File: src/rtl/bq_arb_pkg.sv
package bq_arb_pkg;

    localparam int unsigned DEF_NUM_CH = 6;
    localparam int unsigned DEF_R_W    = 4;
    localparam int unsigned DEF_CNT_W  = 16;

    typedef enum logic {
        ARB_IDLE  = 1'b0,
        ARB_BURST = 1'b1
    } arb_state_e;

    // Isolate the lowest set bit of a request vector.
    function automatic logic [DEF_NUM_CH-1:0] lowest_bit(input logic [DEF_NUM_CH-1:0] v);
        return v & (~v + DEF_NUM_CH'(1));
    endfunction

endpackage

File: src/rtl/bq_arb_pick.sv
module bq_arb_pick
    import bq_arb_pkg::*;
#(
    parameter int unsigned NUM_CH = DEF_NUM_CH,
    parameter int unsigned R_W    = DEF_R_W,
    parameter int unsigned CNT_W  = DEF_CNT_W
) (
    input  logic [NUM_CH-1:0]       req,
    input  logic [NUM_CH-1:0]       en,
    input  logic [NUM_CH-1:0]       hipri,
    input  logic [NUM_CH*R_W-1:0]   rpow,
    input  logic [NUM_CH*CNT_W-1:0] n_left,
    output logic                    any_elig,
    output logic [NUM_CH-1:0]       win_oh,
    output logic [CNT_W-1:0]        win_len
);

    localparam int unsigned Q_W = CNT_W + 1;

    logic [NUM_CH-1:0] elig;
    logic [NUM_CH-1:0] hi_elig;
    logic [NUM_CH-1:0] cand;
    logic [R_W-1:0]    win_r;
    logic [CNT_W-1:0]  win_n;
    logic [Q_W-1:0]    quantum;

    genvar gi;
    generate
        for (gi = 0; gi < NUM_CH; gi++) begin : g_elig
            assign elig[gi] = req[gi] & en[gi] & (|n_left[gi*CNT_W +: CNT_W]);
        end
    endgenerate

    assign hi_elig  = elig & hipri;
    assign cand     = (|hi_elig) ? hi_elig : elig;
    assign win_oh   = cand & (~cand + NUM_CH'(1));
    assign any_elig = |elig;

    always_comb begin
        win_r = '0;
        win_n = '0;
        for (int i = 0; i < NUM_CH; i++) begin
            win_r = win_r | (rpow[i*R_W +: R_W] & {R_W{win_oh[i]}});
            win_n = win_n | (n_left[i*CNT_W +: CNT_W] & {CNT_W{win_oh[i]}});
        end
    end

    // 2^R as a wider value; a zero result means the shift left the range.
    assign quantum = Q_W'(1) << win_r;

    always_comb begin
        if (quantum == '0 || {1'b0, win_n} <= quantum) begin
            win_len = win_n;
        end else begin
            win_len = quantum[CNT_W-1:0];
        end
    end

endmodule

File: src/rtl/bq_burst_cnt.sv
module bq_burst_cnt #(
    parameter int unsigned CNT_W = 16
) (
    input  logic             clk,
    input  logic             rst,
    input  logic             load,
    input  logic             step,
    input  logic [CNT_W-1:0] len,
    output logic             last
);

    logic [CNT_W-1:0] cnt_q;

    always_ff @(posedge clk) begin
        if (rst || load) begin
            cnt_q <= '0;
        end else if (step) begin
            cnt_q <= cnt_q + CNT_W'(1);
        end
    end

    assign last = step && (cnt_q == len - CNT_W'(1));

endmodule

File: src/rtl/bq_arb.sv
module bq_arb
    import bq_arb_pkg::*;
#(
    parameter int unsigned NUM_CH = DEF_NUM_CH,
    parameter int unsigned R_W    = DEF_R_W,
    parameter int unsigned CNT_W  = DEF_CNT_W
) (
    input  logic                    clk,
    input  logic                    rst,
    input  logic [NUM_CH-1:0]       req,
    input  logic [NUM_CH-1:0]       en,
    input  logic [NUM_CH-1:0]       hipri,
    input  logic [NUM_CH*R_W-1:0]   rpow,
    input  logic [NUM_CH*CNT_W-1:0] n_left,
    input  logic                    xfer_done,
    output logic [NUM_CH-1:0]       grant,
    output logic [CNT_W-1:0]        burst_len,
    output logic                    arb_pulse
);

    arb_state_e        state_q;
    logic [NUM_CH-1:0] grant_q;
    logic [CNT_W-1:0]  len_q;
    logic              pulse_q;

    logic              any_elig;
    logic [NUM_CH-1:0] win_oh;
    logic [CNT_W-1:0]  win_len;
    logic              load;
    logic              step;
    logic              last;

    bq_arb_pick #(
        .NUM_CH (NUM_CH),
        .R_W    (R_W),
        .CNT_W  (CNT_W)
    ) u_pick (
        .req      (req),
        .en       (en),
        .hipri    (hipri),
        .rpow     (rpow),
        .n_left   (n_left),
        .any_elig (any_elig),
        .win_oh   (win_oh),
        .win_len  (win_len)
    );

    assign load = (state_q == ARB_IDLE) && any_elig;
    assign step = (state_q == ARB_BURST) && xfer_done;

    bq_burst_cnt #(
        .CNT_W (CNT_W)
    ) u_cnt (
        .clk  (clk),
        .rst  (rst),
        .load (load),
        .step (step),
        .len  (len_q),
        .last (last)
    );

    always_ff @(posedge clk) begin
        if (rst) begin
            state_q <= ARB_IDLE;
            grant_q <= '0;
            len_q   <= '0;
            pulse_q <= 1'b0;
        end else begin
            pulse_q <= 1'b0;
            case (state_q)
                ARB_IDLE: begin
                    if (any_elig) begin
                        state_q <= ARB_BURST;
                        grant_q <= win_oh;
                        len_q   <= win_len;
                    end
                end
                ARB_BURST: begin
                    if (last) begin
                        state_q <= ARB_IDLE;
                        grant_q <= '0;
                        len_q   <= '0;
                        pulse_q <= 1'b1;
                    end
                end
                default: state_q <= ARB_IDLE;
            endcase
        end
    end

    assign grant     = grant_q;
    assign burst_len = len_q;
    assign arb_pulse = pulse_q;

endmodule

File: config.mk
export PLATFORM = sky130hd
export DESIGN_NAME = bq_arb
export DESIGN_NICKNAME = d
export VERILOG_FILES = /design/src/rtl/bq_arb_pkg.sv /design/src/rtl/bq_arb_pick.sv /design/src/rtl/bq_burst_cnt.sv /design/src/rtl/bq_arb.sv
export SDC_FILE = /design/constraint.sdc
export NUM_CORES = 1
export LEC_CHECK = 0
export BUFFER_PORTS_ARGS = -buffer_cell sky130_fd_sc_hd__buf_2
export CAP_MARGIN = 25
export CORE_UTILIZATION = 26
export DETAILED_ROUTE_END_ITERATION = 10
export PLACE_DENSITY_LB_ADDON = 0.2
export SLEW_MARGIN = 20
export SYNTH_ARGS = -nofsm -noshare
export SYNTH_HDL_FRONTEND = slang
export SYNTH_HIERARCHICAL = 1
export SYNTH_SLANG_ARGS = --single-unit
File: constraint.sdc
create_clock -name clk -period 6.53 [get_ports clk]
set_input_delay 1.306 -clock clk [delete_from_list [all_inputs] [get_ports clk]]
set_output_delay 1.306 -clock clk [all_outputs]
set_load 0.02 [all_outputs]
Yosys cells after proc, flatten, opt, wreduce, memory -nomap -nowiden. Cells that the tools add are included.

Word-level logic and storage cells: 79. Register bits: 40. Input port bits: 141. Output and inout port bits: 23.

Reduce and logical (&&, ||, !) cells: 16. $add $sub $neg: 3. Shift operators: 1. Equal/unequal tests: 3. Bitwise logic cells: 38. Order comparisons: 1. Muxes and demuxes: 12.

Operators with widths (count): $and A16 B16 Y16 (6); $reduce_or A16 Y1 (6); $or A16 B16 Y16 (5); $mux W16 (3); $pmux W16 S2 (1); $and A4 B4 Y4 (6); $or A4 B4 Y4 (5); $mux W6 (3); $le A16 B17 Y1 (1); $logic_not A17 Y1 (1); $shl A1 B4 Y17 const A (1); $add A16 B1 Y16 const B (1); $eq A16 B16 Y1 (1); $sub A16 B1 Y16 const B (1); $and A1 B1 Y1 (12); $and A6 B6 Y6 (2); $pmux W6 S2 (1); $reduce_or A6 Y1 (2); $add A6 B1 Y6 const B (1); $not A6 Y6 (1); $logic_and A1 B1 Y1 (3); $mux W1 (3); $logic_or A1 B1 Y1 (2); $ne A2 B1 Y1 const B (1); other kinds (5) (5).

Logic depth before layout (Yosys ltp). Gate-level depths: netlist of the first run.

Depth in word-level cells: 20. Mapped depth: 24. Gate-level depth less buffers: 22.

By module. Netlist of the first run, hierarchy kept.

Modules (own cells, without submodules): bq_arb_pick (area each 1928.1 um^2, instances 1, sequential area each 0.0 um^2, cells each 290); bq_burst_cnt (area each 1208.7 um^2, instances 1, sequential area each 320.3 um^2, cells each 150); bq_arb (area each 1191.1 um^2, instances 1, sequential area each 480.5 um^2, cells each 106).

Worst setup path before layout of the first run. No wires, ideal clock.

Path type: input to register. Start point: in n_left[59]. End point: reg len_q[4], in the netlist burst_len[4]. Stages: 23. Setup slack: 826 ps. Path buffers: 2. Arrival time: 5637 ps. Cells stage by stage: nor4_1 -> and4_1 -> or2_2 -> nor3b_1 -> or2_1 -> buf_6 -> a221o_1 -> or3_4 -> a221oi_1 -> nand2_1 -> ha_1 -> nor2b_1 -> o21a_1 -> o21a_1 -> o21a_1 -> o21ai_0 -> a211oi_1 -> o21ai_1 -> clkbuf_1 -> nand2_1 -> o31ai_1 -> nor2b_1 -> o2bb2ai_2.

Longest elaborated chain between the ends: 20. Elaborated cells between the ends (all ways): 40. Those cells by class: add/sub (1); order compare (1); eq/ne (1); shift (1); mux (4); bitwise (26); reduce/logical (6).

Ends and longest elaborated chain: start, declared (line bq_arb.sv:14) `input logic [NUM_CH*CNT_W-1:0] n_left,`; $reduce_or A16 Y1 (line bq_arb_pick.sv:30) `assign elig[gi] = req[gi] & en[gi] & (|n_left[gi*CNT_W +: CNT_W]);`; $and A1 B1 Y1 (line bq_arb_pick.sv:30); $and A6 B6 Y6 (line bq_arb_pick.sv:34) `assign hi_elig = elig & hipri;`; $reduce_or A6 Y1 (line bq_arb_pick.sv:35) `assign cand = (|hi_elig) ? hi_elig : elig;`; $mux W6 (line bq_arb_pick.sv:35); $not A6 Y6 (line bq_arb_pick.sv:36) `assign win_oh = cand & (~cand + NUM_CH'(1));`; $add A6 B1 Y6 (line bq_arb_pick.sv:36); $and A6 B6 Y6 (line bq_arb_pick.sv:36); $and A4 B4 Y4 (line bq_arb_pick.sv:43) `win_r = win_r | (rpow[i*R_W +: R_W] & {R_W{win_oh[i]}});`; $or A4 B4 Y4 (5 in a row) (line bq_arb_pick.sv:43); $shl A1 B4 Y17 (line bq_arb_pick.sv:49) `assign quantum = Q_W'(1) << win_r;`; $le A16 B17 Y1 / $logic_not A17 Y1 (equally long branches) (line bq_arb_pick.sv:52) `if (quantum == '0 || {1'b0, win_n} <= quantum) begin`; $logic_or A1 B1 Y1 (line bq_arb_pick.sv:52); $mux W16 (*) (line bq_arb_pick.sv:52); via win_len[4] (line bq_arb.sv:28) `logic [CNT_W-1:0] win_len;`; $mux W16 (*) (line bq_arb.sv:72) `if (any_elig) begin`; $pmux W16 S2 (*) (line bq_arb.sv:70) `case (state_q)`; end signal, assigned (line bq_arb.sv:75) `len_q <= win_len;`; end, declared (line bq_arb.sv:23) `logic [CNT_W-1:0] len_q;`.

The timed path passes the listed nets; every way through them passes the cells marked *. The select of a mux whose other input is x is not followed. A chain may end at the register's enable or synchronous reset.

Worst setup path in the final report of the first run.
Start point: in n_left[3]. End point: reg len_q[3], in the netlist burst_len[3].

Elaborated cells between the ends (all ways): 40. Those cells by class: add/sub (1); order compare (1); eq/ne (1); shift (1); mux (4); bitwise (26); reduce/logical (6).

RTL lines: $reduce_or A16 Y1 (*) (line bq_arb_pick.sv:30); $and A1 B1 Y1 (*) (line bq_arb_pick.sv:30); $and A6 B6 Y6 (line bq_arb_pick.sv:34); $reduce_or A6 Y1 (line bq_arb_pick.sv:35); $mux W6 (*) (line bq_arb_pick.sv:35); $not A6 Y6 (line bq_arb_pick.sv:36); $add A6 B1 Y6 (line bq_arb_pick.sv:36); $and A6 B6 Y6 (*) (line bq_arb_pick.sv:36); via win_oh[4] (line bq_arb.sv:27) `logic [NUM_CH-1:0] win_oh;`; [1 not listed]; $or A4 B4 Y4 (2 in a row) (line bq_arb_pick.sv:43); $shl A1 B4 Y17 (line bq_arb_pick.sv:49); $le A16 B17 Y1 / $logic_not A17 Y1 (equally long branches) (line bq_arb_pick.sv:52); $logic_or A1 B1 Y1 (line bq_arb_pick.sv:52); $mux W16 (*) (line bq_arb_pick.sv:52); via win_len[3] (line bq_arb.sv:28); $mux W16 (*) (line bq_arb.sv:72); $pmux W16 S2 (*) (line bq_arb.sv:70).

Marks and branches as above.

==> metrics.txt, run 1 <==
status complete, no violations; worst-path cell chain buf_2 > nor4_1 > a41o_1 > o22ai_1 > nand2b_1 > nor4_2 > and2_1 > nor3_1 > a221oi_1 > buf_4 > nand2_1 > ha_1 > o21a_1 > o21a_1 > o21a_1 > o21ai_0 > a211oi_1 > o21ai_2 > buf_4 > o41ai_1 > nor2b_1 > o2bb2ai_2; Initial Util 27.0%; via count 5059; CTS tree yes; area leader, netlist dfxtp_1; post-route cell area 5630 µm²; Worst path max stage delay 0.59 ns; Layout Cells excl Fill 928; Max Root-Sink Buffers 2; cell with the most instances after synthesis nand2_1; Die Span Y 131 µm; DP Cell Count 920; Worst Path Required 6.75 ns; total gr overflow 0; Synth top cells by count 44 x nand2_1, 40 x dfxtp_1, 33 x nand2b_1; Startpoint Class input port; Root Driver clkbuf_16; pin count of the biggest net entering global routing 48; antenna-violating nets left 0; Worst Path Buf+Inv 3; DR vias/cell 5.45; cts bufs inserted 5; Clock Pin Slew Worst Setup and Hold Paths 0.06 ns; Hold Path Depth 2; post-route clock period utilization 93.1%; antenna violations before repair 0; post-synthesis cell type count 67; asr flop ratio synth 0%; cells after synthesis 546; layout cells sized above 1 33.1%; row cnt 46; sequential fraction of the synthesis area 18.5%; crit path max-delay cell type nor4_2; Multi-input gate area 3300 µm²; io pins 164; hpwl dp 14.8 mm; hold buffers post-CTS 0; post-DR wirelength/cell 18.7 µm; yosys warns 6; routability cong. 0.977; WP depth 22; ys flop type dfxtp_1; fillers 1728; routed wire length 17.3 mm; Hold Crit Class reg -> reg; Critical Path End Type register; first-pass GRT wire length 26.0 mm; net count after synthesis 705; worst-path maximum fanout 9; post-synth top area share 18.5%; first drt pass iteration count 8; cts repair resizes 0; DRC viols 0; DRT iter0 DRCs 360; final hold viol count 0; Max VDD drop 98.6 µV; most used cell, CP o21a_1; vias in the first global route 4827; WP data arrival 6.30 ns; Post-CTS Setup Bufs 0; Tot Pwr 1140 µW; Worst-Margin Slew 0.835 ns; Port Buffers 163; pwr/cell area 202 nW/µm²; min cycle time layout 6.08 ns; Diodes inserted 0; f_max 165 MHz; flops & latches, synth 40; area grow syn2layout 30.2%; Worst slew margin 43.5%; Top delay family on crit path compound AO/OA/AOI/OAI gates; final setup violating endpoints 0; MaxCap Viol Count 0; synthesized area per cell 7.93 µm²; setup TNS 0 ns; die area 17200 µm²; Max Slew Vio Count 0; Die X 131 µm; number of synthesized flops with an enable pin 0; clk_skew 0.00431 ns; CP Class in -> reg; post-synthesis cell area 4330 µm²; FF/Latch Area 801 µm²; Sink Count 40; layout net count 870; Core Box Area 16100 µm²; DP Area 5470 µm²; hold slack 0.485 ns; RSZ-0062 raised after global routing no; Area contributors post-synth dfxtp_1 19%, o2bb2ai_2 6.9%, ha_1 5.2%; GRT Resource Usage Total 19.9%; R2R cell count 10; H-tree level count 2; leakage 0.00227 µW; worst-skew pair later-pin latency 0.28 ns
worst paths after layout:
check	from	to	slack, ns
min reg2reg	grant[2]$_SDFFE_PP0P_	grant[2]$_SDFFE_PP0P_	0.48
max	n_left[3]	burst_len[3]$_SDFFE_PP0P_	0.45
max reg2reg	burst_len[0]$_SDFFE_PP0P_	burst_len[15]$_SDFFE_PP0P_	3.24
min	grant[2]$_SDFFE_PP0P_	grant[2]$_SDFFE_PP0P_	0.48
report_power, final:
part / leakage (µW) / switching, µW / internal [µW]
clock: 0.0000798 / 99.4 / 179
combinational: 0.00186 / 322 / 254
sequential: 0.000324 / 23.4 / 258
total: 0.00227 / 445 / 691
worst register-to-register path: stages (launching register included):
cell,delay [ns]
dfxtp_1,0.37
inv_1,0.08
ha_1,0.23
nor4b_1,0.71
nor4b_1,0.40
xnor2_1,0.11
nor4_1,0.21
nand4_1,0.15
nor4_2,0.35
mux2_4,0.46
o2bb2ai_1,0.11
cell families after synthesis:
group	Yosys count	share of synthesized area (%)
simple gates	241	31.7
compound gates	154	30.8
buf+inv	55	5.81
flops	40	18.5
xor+xnor	33	6.68
fa+ha+maj	18	5.20
mux	5	1.30
state kept, by name (all words and copies together) (netlist names):
signal	flops
grant	6
state_q	1
u_cnt/cnt_q	16
arb_pulse	1
burst_len	16
metrics by stage:
stage,util (%),worst slack [ns]
6_report,35.1,0.451
5_1_grt,35.1,0.184
4_1_cts,35.1,0.594
3_5_place_dp,34.0,0.309
3_3_place_gp,34.0,0.272
2_1_floorplan,-,0.826
cell type report:
type                       count  area share, %
clock buffer                   5           2.22
clock inverter                 3          0.755
tap                          216           4.80
sequential                    40           14.2
inverter                      25           1.67
multi-input combinational    451           58.5
timing repair buffer         188           17.8
per-layer routing:
layer,up-vias,GRT usage (%),wire length [µm]
met5,-,0,0
met2,239,38.2,8960
met3,17,2.12,1160
met4,0,5.14,280
met1,2367,23.2,6920
li1,2436,-,-
cells in the final DEF, fill, tap and decap left out, drive strengths merged, types with 5 or more instances in the layout:
master / instances
nor4: 34
dfxtp: 40
a21oi: 12
nand3: 17
o21ai: 12
xor2: 15
nand2: 44
or3: 9
nor2: 24
xnor2: 18
clkbuf: 5
o31ai: 13
a22oi: 19
o21a: 5
nand2b: 33
a222oi: 16
and2: 6
nor3: 10
inv: 24
buf: 188
and3: 5
o2bb2ai: 22
nand4: 10
ha: 18
or2: 8
o211ai: 18
nor2b: 25
No activity file was read; power rests on OpenSTA's default activity.
==> inputs of run 2 (changes only) <==
- ABC_AREA: default -> 1
==> run 2 against run 1 <==
Maximum frequency grew 15%. Sequential cell count unchanged. Register-to-register slack improved by 0.49 ns. Sequential share of layout area decreased by 0.84 points. The flow now finishes with violations (design-rule violations). Cell count up 27%. Power up 4.4%.
==> metrics.txt, run 2 <==
pin count of the biggest net entering global routing 26; fillers 2095; most used cell, CP nand2_1; GR Layer Usage met2 32.4%; MaxCap Viol Count 0; setup TNS 0 ns; r2r setup slk 3.73 ns; WP data arrival 5.51 ns; antenna-violating nets left 0; vias in the first global route 5481; Layout Cells excl Fill 1180; cells after synthesis 799; DP Area 5820 µm²; final setup violating endpoints 0; Worst Path Required 6.75 ns; die area 19300 µm²; Worst Path Buf+Inv 3; min cycle time layout 5.29 ns; total gr overflow 0; Area contributors post-synth nand2_1 19%, dfxtp_1 16%, nor2_1 8.7%; H-tree level count 2; layout net count 1109; DRT iter0 DRCs 319; Comb pwr share 52.6%; post-synthesis cell area 4860 µm²; Hold Path Depth 2; post-route cell area 5990 µm²; antenna violations before repair 0; DP Cell Count 1172; final core occ 33.0%; Hold EP grant[0]$_SDFFE_PP0P_; r2r startpoint burst_len[0]$_SDFFE_PP0P_; met1 usage 24.9%; origin of the worst min-delay path grant[0]$_SDFFE_PP0P_; Worst-Margin Slew 0.819 ns; worst-path maximum fanout 19; commonest cells after routing, fill and taps aside 250 x nand2_1, 163 x buf_2, 113 x nor2_1; Worst path max stage delay 0.34 ns; Critical Path End Type register; met3 Track Usage GR 2.80%; row cnt 49; f_max 189 MHz; layout cells sized above 1 27.0%; Hold Crit Class reg -> reg; routed wire length 17.9 mm; Sw Ratio 44.8%; Port Buffers 163; hpwl dp 15.1 mm; Max VDD drop 100 µV; FF/Latch Area 801 µm²; RSZ-0062 raised after global routing no; DR vias/cell 4.79; ys flop type dfxtp_1; reg-to-reg endpoint grant[2]$_SDFFE_PP0P_; Max Slew Vio Count 0; Initial Util 26.8%; area leader, netlist nand2_1; number of synthesized flops with an enable pin 0; net count after synthesis 958; flops & latches, synth 40; Int Power 654 µW; failing checks design-rule violations; Clk pwr share 24.1%; R2R cell count 15; Worst slew margin 45.3%; CTS tree yes; Core Box Area 18100 µm²; crit path max-delay cell type inv_1; Die X 139 µm; Diodes inserted 0; post-route clock period utilization 81.0%; DRC viols 2; hold buffers post-CTS 0; io pins 164; final hold viol count 0; GRT Resource Usage Total 18.8%; Top delay family on crit path simple AND/OR/NAND/NOR gates; sequential fraction of the synthesis area 16.5%; Startpoint Class input port; worst-skew pair later-pin latency 0.29 ns; Root Driver clkbuf_16; first-pass GRT wire length 28.9 mm; first drt pass iteration count 8; CP Class in -> reg; area grow syn2layout 23.1%; yosys warns 6; Clock Pin Slew Worst Setup and Hold Paths 0.06 ns; cts bufs inserted 5; post-synth top area share 19.3%; post-DR wirelength/cell 15.2 µm; Synth top cells by count 250 x nand2_1, 113 x nor2_1, 63 x inv_1; routability cong. 0.913; clk_skew 0.00413 ns; Multi-input gate area 3610 µm²; asr flop ratio synth 0%; Sink Count 40; busiest grt layer met2; cts repair resizes 0; cell with the most instances after synthesis nand2_1; most common cell after layout, fill and taps aside nand2_1; Post-CTS Setup Bufs 0; Die Span Y 139 µm; status finished, violations left; via count 5648; Flop pwr share 23.3%; synthesized area per cell 6.09 µm²; leakage 0.00290 µW; Max Root-Sink Buffers 2; post-synthesis cell type count 45; Tot Pwr 1190 µW; pwr/cell area 198 nW/µm²; switching power 532 µW
[run 2: cell types whose count changed after synthesis, sizes merged, moves of 25 or more]
| cell | delta |
|---|---|
| inv | +46 |
| nand4 | +35 |
| nor2 | +110 |
| nand3 | +52 |
| a21oi | +29 |
| nand2 | +227 |
| nor4 | -33 |
| nand2b | -33 |
| nor2b | -25 |
[run 2: stage by stage]
stage | worst slack, ns | hold WS [ns]
4_1_cts | 1.30 | 0.490
6_report | 1.24 | 0.482
3_3_place_gp | 1.02 | 0.468
2_1_floorplan | 1.80 | 0.469
5_1_grt | 0.697 | 0.517
3_5_place_dp | 1.00 | 0.478
[run 2: cell families after synthesis]
logic type               synth area share (%)
flip-flops                               16.5
buffers and inverters                    9.26
AO/OA/AOI/OAI                            11.0
AND/OR/NAND/NOR                          56.1
adder cells (fa/ha/maj)                  4.63
XOR/XNOR                                 2.52
[run 2: layout make-up]
| class | instances | area share (%) |
|---|---|---|
| Clock inverter | 3 | 0.711 |
| Multi-Input combinational cell | 665 | 60.3 |
| Timing Repair Buffer | 167 | 14.1 |
| Tap cell | 229 | 4.79 |
| Sequential cell | 40 | 13.4 |
| Clock buffer | 5 | 2.09 |
| Inverter | 71 | 4.60 |
[run 2: power by group through the flow]
stage	registers (µW)	clock network (µW)	logic, µW
after floorplan	290	0	435
final	277	286	623
after CTS	278	294	624
after global placement	283	0	623
after detailed placement	283	0	622
after global routing	280	304	706
[run 2: worst min-delay path, delay by kind of cell, from the launching register on]
family / cells / cell delay [ns]
compound gates: 1 / 0.05
flops: 1 / 0.31
simple gates: 1 / 0.07
[run 2: worst max path at each step]
stage,start,endpoint,slack [ns],depth (start not counted)
floorplan,n_left[31],burst_len[10]$_SDFFE_PP0P_,1.80,33
global placement,n_left[84],burst_len[15]$_SDFFE_PP0P_,1.02,32
detailed placement,n_left[84],burst_len[10]$_SDFFE_PP0P_,1.00,32
CTS,n_left[84],burst_len[1]$_SDFFE_PP0P_,1.30,32
global route,n_left[32],burst_len[6]$_SDFFE_PP0P_,0.70,32
finish,n_left[84],burst_len[9]$_SDFFE_PP0P_,1.24,32
[run 2: layer usage]
metal,wire [µm],vias to the layer above
met4,214,0
met3,987,14
met5,0,-
met2,8280,162
li1,-,2944
met1,8390,2528
==> inputs of run 3 (changes only) <==
- ABC_AREA: 1 -> 0
- clock period: 6.53 -> 4.3 ns (I/O delays scaled with it)
==> run 3 against run 2 <==
The run ends with negative setup slack left. Sequential cell count did not move. Clock power up 50%. Largest cell class unchanged. Sequential power is 55% higher. Clock skew up 0.0015 ns. Combinational power up 110%. Register-to-register slack lost 2.6 ns. Routed wire length increased by 7.9%. First-iteration DRC count down 10%. Count of clock-buffer cells in the layout is the same. Design area rose by 28%.
==> metrics.txt, run 3 (synthesized netlist as in run 1, its figures left out) <==
status finished, violations left; failing checks negative setup slack; total gr overflow 0; Max Root-Sink Buffers 2; CP Class in -> reg; DR vias/cell 5.25; vias in the first global route 5759; RSZ-0062 raised after global routing yes; io pins 164; Die X 131 µm; area grow syn2layout 77.6%; worst-path maximum fanout 8; f_max 196 MHz; post-route cell area 7680 µm²; first drt pass iteration count 5; leakage 0.00327 µW; Sink Count 40; layout net count 1029; Hold Path Depth 2; row cnt 46; routability cong. 0.917; first-pass GRT wire length 29.4 mm; DRT iter0 DRCs 286; fillers 1615; DP Worst Slack -1.37 ns; DP Area 6820 µm²; Die Span Y 131 µm; Initial Util 27.0%; antenna violations before repair 0; antenna-violating nets left 0; Root Driver clkbuf_16; via count 5704; post-route clock period utilization 118%; GRT Resource Usage Total 22.3%; DP Cell Count 1061; Worst slew margin 38.7%; r2r startpoint burst_len[0]$_SDFFE_PP0P_; r2r setup slk 1.10 ns; Worst Path Required 4.51 ns; die area 17200 µm²; Max Slew Vio Count 0; Layout Cells excl Fill 1087; DRC viols 0; clk_skew 0.00559 ns; Port Buffers 163; final setup margin -0.792 ns; final setup violating endpoints 16; layout cells sized above 1 54.8%; MaxCap Viol Count 0; commonest cells after routing, fill and taps aside 174 x buf_4, 153 x buf_2, 40 x dfxtp_1; Multi-input gate area 3980 µm²; Critical Path End Type register; Clock Pin Slew Worst Setup and Hold Paths 0.06 ns; origin of the worst min-delay path grant[5]$_SDFFE_PP0P_; reg-to-reg endpoint burst_len[15]$_SDFFE_PP0P_; Diodes inserted 0; FF/Latch Area 801 µm²; Startpoint Class input port; Hold Crit Class reg -> reg; pin count of the biggest net entering global routing 48; pwr/cell area 279 nW/µm²; WP data arrival 5.31 ns; CTS tree yes; routed wire length 19.3 mm; Max VDD drop 202 µV; worst-skew pair later-pin latency 0.28 ns; Core Box Area 16100 µm²; most common cell after layout, fill and taps aside buf_4; R2R cell count 10; final hold viol count 0; H-tree level count 2; Worst-Margin Slew 0.907 ns; hpwl dp 16.0 mm; post-DR wirelength/cell 17.7 µm; cts bufs inserted 5; Hold EP grant[5]$_SDFFE_PP0P_; min cycle time layout 5.09 ns
-- run 3: area by class of cell --
cell class | count | share of cell area, %
Clock buffer | 5 | 1.63
Clock inverter | 3 | 0.602
Inverter | 25 | 1.32
Multi-Input combinational cell | 451 | 51.7
Sequential cell | 40 | 10.4
Tap cell | 216 | 3.52
Timing Repair Buffer | 347 | 30.8
-- run 3: per-layer routing --
| layer | vias to the layer above | global-route usage (%) | routed length (µm) |
|---|---|---|---|
| met4 | 0 | 6.49 | 535 |
| met3 | 28 | 1.83 | 770 |
| met2 | 214 | 45.0 | 10500 |
| li1 | 2764 | - | - |
| met5 | - | 0 | 0 |
| met1 | 2698 | 24.2 | 7480 |
-- run 3: what timing repair did --
action	CTS	global route
endpoints found under the setup margin	16	16
hold buffers	0	0
pin swaps	12	21
buffers inserted	10	7
resized for setup	52	46
cloned	2	1
-- run 3: worst max path at each step --
stage | startpoint | to | slack [ns] | depth (start not counted)
floorplan | n_left[90] | burst_len[7]$_SDFFE_PP0P_ | -0.55 | 19
global placement | n_left[0] | burst_len[15]$_SDFFE_PP0P_ | -1.36 | 23
detailed placement | n_left[0] | burst_len[15]$_SDFFE_PP0P_ | -1.37 | 23
CTS | n_left[62] | burst_len[10]$_SDFFE_PP0P_ | -0.79 | 25
global route | n_left[14] | burst_len[11]$_SDFFE_PP0P_ | -0.92 | 26
finish | n_left[42] | burst_len[11]$_SDFFE_PP0P_ | -0.79 | 26
-- run 3: worst max-delay path, stage by stage --
cell and delay [ns]:
buf_2 0.11, nor4_2 0.05, buf_4 0.15, a41oi_4 0.29, nand2_2 0.15, nor3b_4 0.18
or2_4 0.26, a221o_1 0.33, or3_4 0.37, buf_6 0.13, a221oi_4 0.28, nand2_2 0.12
ha_4 0.26, nor2b_4 0.12, o21a_1 0.17, o21a_1 0.16, o21a_1 0.17, o21ai_2 0.16
a211oi_2 0.09, o21ai_2 0.13, buf_6 0.17, clkbuf_16 0.16, nand2_1 0.07, o41ai_2 0.06
nor2b_2 0.21, o2bb2ai_2 0.10
-- run 3: metrics by stage --
step | utilization (%) | hold WS, ns | power, µW | setup TNS (ns)
2_1_floorplan | - | 0.469 | 1050 | -8.60
6_report | 47.9 | 0.483 | 2150 | -12.12
4_1_cts | 46.0 | 0.491 | 2090 | -12.16
3_5_place_dp | 42.5 | 0.481 | 1520 | -19.99
5_1_grt | 47.9 | 0.523 | 2280 | -14.34
3_3_place_gp | 42.5 | 0.470 | 1510 | -19.49
-- run 3: power by group --
part / leakage, µW / total, µW / switching [µW] / internal [µW]
clock: 0.0000804 / 429 / 153 / 276
sequential: 0.000324 / 428 / 35.8 / 392
combinational: 0.00287 / 1290 / 631 / 658
total: 0.00327 / 2150 / 821 / 1330
